[src/rtl/msw_pkg.sv]
package msw_pkg;
  localparam int INSTR_W  = 32;
  localparam int IDX_W    = 4;
  localparam int CC_HI    = 31;
  localparam int RD_LO    = 16;
  localparam int RA_LO    = 12;
  localparam int SUB_BIT  = 6;
  localparam int RND_BIT  = 5;
  localparam logic [IDX_W-1:0] NO_ACC_IDX = 4'hF;

  typedef struct packed {
    logic             exec;
    logic             accum;
    logic             sub;
    logic             rnd;
    logic [IDX_W-1:0] rd;
  } msw_ctrl_t;

  // flags = {N,Z,C,V}
  function automatic logic cond_pass(input logic [3:0] cc, input logic [3:0] f);
    logic n, z, c, v;
    {n, z, c, v} = f;
    unique case (cc)
      4'h0: cond_pass = z;
      4'h1: cond_pass = !z;
      4'h2: cond_pass = c;
      4'h3: cond_pass = !c;
      4'h4: cond_pass = n;
      4'h5: cond_pass = !n;
      4'h6: cond_pass = v;
      4'h7: cond_pass = !v;
      4'h8: cond_pass = c && !z;
      4'h9: cond_pass = !c || z;
      4'hA: cond_pass = (n == v);
      4'hB: cond_pass = (n != v);
      4'hC: cond_pass = !z && (n == v);
      4'hD: cond_pass = z || (n != v);
      4'hE: cond_pass = 1'b1;
      default: cond_pass = 1'b0;
    endcase
  endfunction
endpackage

[src/rtl/msw_decode.sv]
module msw_decode
  import msw_pkg::*;
(
  input  logic [INSTR_W-1:0] instr_i,
  input  logic [3:0]         flags_i,
  output msw_ctrl_t          ctrl_o
);
  logic [IDX_W-1:0] ra_idx;
  assign ra_idx = instr_i[RA_LO +: IDX_W];

  always_comb begin
    ctrl_o.exec  = cond_pass(instr_i[CC_HI -: 4], flags_i);
    ctrl_o.accum = (ra_idx != NO_ACC_IDX);
    ctrl_o.sub   = instr_i[SUB_BIT];
    ctrl_o.rnd   = instr_i[RND_BIT];
    ctrl_o.rd    = instr_i[RD_LO +: IDX_W];
  end
endmodule

[src/rtl/msw_mul_stage.sv]
module msw_mul_stage
  import msw_pkg::*;
#(
  parameter int DATA_W = 32,
  localparam int PROD_W = 2 * DATA_W
) (
  input  logic              clk_i,
  input  logic              rst_ni,
  input  logic              valid_i,
  input  msw_ctrl_t         ctrl_i,
  input  logic [DATA_W-1:0] rn_i,
  input  logic [DATA_W-1:0] rm_i,
  input  logic [DATA_W-1:0] ra_i,
  output logic              valid_o,
  output msw_ctrl_t         ctrl_o,
  output logic [PROD_W-1:0] prod_o,
  output logic [DATA_W-1:0] acc_o
);
  logic [PROD_W-1:0] rn_ext, rm_ext, prod_d;
  assign rn_ext = {{DATA_W{rn_i[DATA_W-1]}}, rn_i};
  assign rm_ext = {{DATA_W{rm_i[DATA_W-1]}}, rm_i};
  assign prod_d = rn_ext * rm_ext; // low 2W bits of sign-extended product

  always_ff @(posedge clk_i or negedge rst_ni) begin
    if (!rst_ni) valid_o <= 1'b0;
    else         valid_o <= valid_i;
  end

  always_ff @(posedge clk_i or negedge rst_ni) begin
    if (!rst_ni) begin
      ctrl_o <= '0;
      prod_o <= '0;
      acc_o  <= '0;
    end else if (valid_i) begin
      ctrl_o <= ctrl_i;
      prod_o <= prod_d;
      acc_o  <= ra_i;
    end
  end

  p_stage1_valid_r9: assert property (@(posedge clk_i) disable iff (!rst_ni)
    valid_i |=> valid_o);
  p_rd_carried_r6: assert property (@(posedge clk_i) disable iff (!rst_ni)
    valid_i |=> ctrl_o.rd == $past(ctrl_i.rd));
endmodule

[src/rtl/msw_acc_stage.sv]
module msw_acc_stage
  import msw_pkg::*;
#(
  parameter int DATA_W = 32,
  localparam int PROD_W = 2 * DATA_W
) (
  input  logic              clk_i,
  input  logic              rst_ni,
  input  logic              valid_i,
  input  msw_ctrl_t         ctrl_i,
  input  logic [PROD_W-1:0] prod_i,
  input  logic [DATA_W-1:0] acc_i,
  output logic              valid_o,
  output logic              we_o,
  output logic [IDX_W-1:0]  rd_o,
  output logic [DATA_W-1:0] result_o
);
  localparam logic [PROD_W-1:0] ROUND_K = PROD_W'(1) << (DATA_W - 1);

  logic [PROD_W-1:0] acc_sh, mixed, final_v;
  assign acc_sh = {acc_i, {DATA_W{1'b0}}};

  always_comb begin
    if (!ctrl_i.accum)   mixed = prod_i;
    else if (ctrl_i.sub) mixed = acc_sh - prod_i;
    else                 mixed = acc_sh + prod_i;
    final_v = ctrl_i.rnd ? mixed + ROUND_K : mixed;
  end

  always_ff @(posedge clk_i or negedge rst_ni) begin
    if (!rst_ni) begin
      valid_o <= 1'b0;
      we_o    <= 1'b0;
    end else begin
      valid_o <= valid_i;
      we_o    <= valid_i && ctrl_i.exec;
    end
  end

  always_ff @(posedge clk_i or negedge rst_ni) begin
    if (!rst_ni) begin
      rd_o     <= '0;
      result_o <= '0;
    end else if (valid_i) begin
      rd_o     <= ctrl_i.rd;
      result_o <= final_v[PROD_W-1:DATA_W];
    end
  end

  p_out_valid_r9: assert property (@(posedge clk_i) disable iff (!rst_ni)
    valid_i |=> valid_o);
  p_no_spurious_r9: assert property (@(posedge clk_i) disable iff (!rst_ni)
    !valid_i |=> !valid_o);
  p_we_in_slot_r7: assert property (@(posedge clk_i) disable iff (!rst_ni)
    we_o |-> valid_o);
  p_plain_upper_r2: assert property (@(posedge clk_i) disable iff (!rst_ni)
    (valid_i && !ctrl_i.accum && !ctrl_i.rnd) |=> result_o == $past(prod_i[PROD_W-1:DATA_W]));
endmodule

[src/rtl/msw_mac.sv]
module msw_mac
  import msw_pkg::*;
#(
  parameter int DATA_W = 32
) (
  input  logic              clk_i,
  input  logic              rst_ni,
  input  logic              valid_i,
  input  logic [31:0]       instr_i,
  input  logic [DATA_W-1:0] rn_val_i,
  input  logic [DATA_W-1:0] rm_val_i,
  input  logic [DATA_W-1:0] ra_val_i,
  input  logic [3:0]        flags_i,
  output logic              valid_o,
  output logic              we_o,
  output logic [3:0]        rd_idx_o,
  output logic [DATA_W-1:0] result_o
);
  localparam int PROD_W = 2 * DATA_W;

  msw_ctrl_t         dec_ctrl, s1_ctrl;
  logic              s1_valid;
  logic [PROD_W-1:0] s1_prod;
  logic [DATA_W-1:0] s1_acc;

  msw_decode u_dec (
    .instr_i (instr_i),
    .flags_i (flags_i),
    .ctrl_o  (dec_ctrl)
  );

  msw_mul_stage #(.DATA_W(DATA_W)) u_mul (
    .clk_i   (clk_i),
    .rst_ni  (rst_ni),
    .valid_i (valid_i),
    .ctrl_i  (dec_ctrl),
    .rn_i    (rn_val_i),
    .rm_i    (rm_val_i),
    .ra_i    (ra_val_i),
    .valid_o (s1_valid),
    .ctrl_o  (s1_ctrl),
    .prod_o  (s1_prod),
    .acc_o   (s1_acc)
  );

  msw_acc_stage #(.DATA_W(DATA_W)) u_acc (
    .clk_i    (clk_i),
    .rst_ni   (rst_ni),
    .valid_i  (s1_valid),
    .ctrl_i   (s1_ctrl),
    .prod_i   (s1_prod),
    .acc_i    (s1_acc),
    .valid_o  (valid_o),
    .we_o     (we_o),
    .rd_o     (rd_idx_o),
    .result_o (result_o)
  );

  p_never_code_r8: assert property (@(posedge clk_i) disable iff (!rst_ni)
    (valid_i && instr_i[31:28] == 4'hF) |=> ##1 (valid_o && !we_o));
  p_always_code_r7: assert property (@(posedge clk_i) disable iff (!rst_ni)
    (valid_i && instr_i[31:28] == 4'hE) |=> ##1 we_o);
endmodule

[config.mk]
export PLATFORM = sky130hd
export DESIGN_NAME = msw_mac
export DESIGN_NICKNAME = d
export VERILOG_FILES = /design/src/rtl/msw_pkg.sv /design/src/rtl/msw_decode.sv /design/src/rtl/msw_mul_stage.sv /design/src/rtl/msw_acc_stage.sv /design/src/rtl/msw_mac.sv
export SDC_FILE = /design/constraint.sdc
export NUM_CORES = 2
export LEC_CHECK = 0
export BUFFER_PORTS_ARGS = -buffer_cell sky130_fd_sc_hd__buf_2
export CAP_MARGIN = 20
export CORE_ASPECT_RATIO = 1.4
export CORE_MARGIN = 2
export CORE_UTILIZATION = 50
export DETAILED_ROUTE_END_ITERATION = 8
export PLACE_DENSITY = 0.69
export REMOVE_ABC_BUFFERS = 1
export SYNTH_ARGS = -nofsm -noshare
export SYNTH_HDL_FRONTEND = slang
export SYNTH_SLANG_ARGS = --single-unit
[constraint.sdc]
create_clock -name clk_i -period 5.2 [get_ports clk_i]
set_input_delay 0.52 -clock clk_i [delete_from_list [all_inputs] [get_ports clk_i]]
set_output_delay 0.52 -clock clk_i [all_outputs]
set_load 0.1 [all_outputs]
==> flow_metrics.env <==
export IMPL_status="complete, but fails checks"
export IMPL_violations="setup timing"
export IMPL_finalClockSkew_ps=13.9
export IMPL_clk_latency_ps=440
export IMPL_area_delta_synth_final_pct=19.0
export IMPL_grt_pass1_vias=41000
export IMPL_grt_usage_pct=28.9
export IMPL_n_fill_cell=7541
export IMPL_critical_path_class="in2reg"
export IMPL_seq_area_um2=3580
export IMPL_grt_max_degree=125
export IMPL_io_pins=173
export IMPL_die_h_um=364
export IMPL_finalSetupViolCount=55
export IMPL_hp_class="in2async"
export IMPL_critPathMaxFanout=8
export IMPL_ys_top_cells_by_count="fa_1 (1083), inv_1 (1039), nand2_1 (603), and2_1 (510), clkbuf_1 (250)"
export IMPL_critPathArrivalTime_ps=7800
export IMPL_cts_tree="built"
export IMPL_clockRootBuffer="clkbuf_16"
export IMPL_initial_utilization_pct=50.6
export IMPL_clk_path_buf_depth=2
export IMPL_end_kind="flop"
export IMPL_synthArstFlopShare_pct=100
export IMPL_die_x_um=261
export IMPL_fin_crit_ps=7480
export IMPL_synth_top_cells_by_area="fa_1 (47%), inv_1 (8.4%), dfrtp_1 (7.7%)"
export IMPL_finalMaxSlewViolations=0
export IMPL_clkSinkCount=143
export IMPL_ys_types=85
export IMPL_drt_iter0_drc=1856
export IMPL_setup_ws_ps=-2280
export IMPL_r2r_slack_ps=320
export IMPL_max_freq_mhz=134
export IMPL_avgViaCountPerCell=5.45
export IMPL_synthCells=4973
export IMPL_synthFlopType="dfrtp_1"
export IMPL_r2r_start="u_mul.prod_o[36]"
export IMPL_synth_seq_cells=143
export IMPL_synth_most_common_cell="fa_1"
export IMPL_clk_pin_slew_ps=70
export IMPL_yosys_area_top_type="fa_1"
export IMPL_cp_slowest_stage_delay_ps=570
export IMPL_dieArea_um2=94900
export IMPL_first_pass_iters=6
export IMPL_multi_input_area_um2=39000
export IMPL_cts_hold_buf=0
export IMPL_cts_max_level=4
export IMPL_hold_viol=0
export IMPL_cp_required_ps=5520
export IMPL_fin_setup_tns_ps=-91300
export IMPL_final_area_um2=55000
export IMPL_slew_headroom_pct=37.3
export IMPL_grt_ovfl_total=0
export IMPL_cp_start_kind="input pin"
export IMPL_layout_nets=6883
export IMPL_antenna_found_initial=2
export IMPL_min_period_over_period_pct=144
export IMPL_drc_errors=0
export IMPL_routedWlPerCell_um=19.7
export IMPL_ant_nets=0
export IMPL_critPathSlowestCell="fa_1"
export IMPL_detailed_place_hpwl_mm=110
export IMPL_tightest_slew_ps=940
export IMPL_rows=131
export IMPL_place_gp_congestion=0.942
export IMPL_synth_edff_count=0
export IMPL_drt_wl_total_mm=131
export IMPL_yosys_warnings=0
export IMPL_grt_first_pass_wirelength_mm=213
export IMPL_rsz0062_at_grt="yes"
export IMPL_drive_above_1_share_pct=20.4
export IMPL_synth_top_area_share_pct=46.9
export IMPL_critPathMostFrequentCell="fa_1"
export IMPL_placed_cell_area_um2=51100
export IMPL_max_cap_violations=0
export IMPL_vias=36100
export IMPL_fp_coreArea_um2=91300
export IMPL_numCtsBuffers=17
export IMPL_avgSynthCellArea_um2=9.29
export IMPL_seq_area_frac_synth_pct=7.75
export IMPL_reg2reg_depth=14
export IMPL_numPortBuffers=154
export IMPL_r2r_end="u_acc.result_o[29]"
export IMPL_netlist_area_um2=46200
worst max path at each step:
stage / from / to / slack (ps) / cells past startpoint
finish: rn_val_i[11] / u_mul.prod_o[41] / -2280 / 31
global route: rm_val_i[23] / u_mul.prod_o[58] / -2510 / 28
CTS: rm_val_i[21] / u_mul.prod_o[60] / -2340 / 29
detailed placement: rm_val_i[8] / u_mul.prod_o[60] / -3280 / 28
global placement: rm_val_i[8] / u_mul.prod_o[63] / -3210 / 29
floorplan: rn_val_i[31] / u_mul.prod_o[60] / -2770 / 26
cells in the final DEF, fill, tap and decap left out, types with 13 or more instances in the layout:
cell type,count
mux2_2,69
a31oi_1,15
o21ai_1,18
clkbuf_16,21
fa_2,55
and2_1,477
buf_4,400
nand4_1,25
a21oi_2,19
o31ai_1,18
inv_1,1006
o21ai_0,52
buf_2,90
a21o_1,62
xnor2_1,55
ha_4,17
nand2_1,578
a21oi_1,111
and2_4,32
dfrtp_1,142
ha_1,225
fa_1,1028
nand2b_1,31
xor2_1,30
mux2i_1,15
o211ai_1,15
nand3_1,39
buf_12,49
nand2_2,21
nor3_1,31
mux2_4,16
buf_6,102
o21bai_1,13
buf_8,32
nor2_1,138
inv_2,33
o21a_1,16
worst max-delay path: cells and delay by family:
kind | cells | cell delay, ps
adders and majority gates | 9 | 4300
muxes | 1 | 260
and+or+nand+nor | 3 | 280
xor gates and xnor gates | 1 | 170
buffers and inverters | 9 | 820
AOI/OAI and AO/OA | 8 | 1440
flip-flops by register name, indices dropped and copies added, names as in the netlist:
signal	flops
u_acc.rd_o	4
u_mul.prod_o	64
u_mul.valid_o	1
u_acc.valid_o	1
u_acc.we_o	1
u_acc.result_o	32
u_mul.acc_o	32
u_mul.ctrl_o	8
area by class of cell:
| class | count | area share, % |
|---|---|---|
| Multi-Input combinational cell | 3530 | 71.0 |
| Timing Repair Buffer | 685 | 11.6 |
| Inverter | 1041 | 7.11 |
| Sequential cell | 143 | 6.51 |
| Tap cell | 1197 | 2.72 |
| Clock buffer | 19 | 0.824 |
| Clock inverter | 13 | 0.216 |
| Antenna cell | 1 | 0.00455 |
metal layers:
layer / global-route usage (%) / up-vias / share of wire (%)
met1: 31.0 / 18700 / 34
met3: 2.95 / 449 / 4.1
met2: 54.6 / 1076 / 55
met5: 0 / - / 0
met4: 16.8 / 0 / 7.5
li1: - / 15900 / -
stage by stage:
stage	hold WS, ps	worst slack [ps]	utilization (%)	cells
floorplan	224	-2770	-	4714
global placement	461	-3210	56.0	6515
detailed placement	465	-3280	56.0	6515
CTS	206	-2340	59.0	6591
global route	222	-2510	60.2	6628
finish	150	-2280	60.2	6629
cells by family after synthesis:
kind of cell | Yosys count | share of synthesized area [%]
simple gates | 1505 | 16.5
fa+ha+maj | 1330 | 53.6
buf+inv | 1300 | 10.6
compound gates | 496 | 7.27
flops | 143 | 7.75
mux | 100 | 2.40
xor+xnor | 99 | 1.88
what timing repair did:
item | CTS | global route
resized for setup | 498 | 188
setup endpoints to repair | 55 | 55
buffers inserted | 46 | 39
gates cloned | 4 | 4
pin swaps | 229 | 159
Power is not shown: default switching activity piles up to over one toggle a cycle in this logic, so the estimate is an artifact.
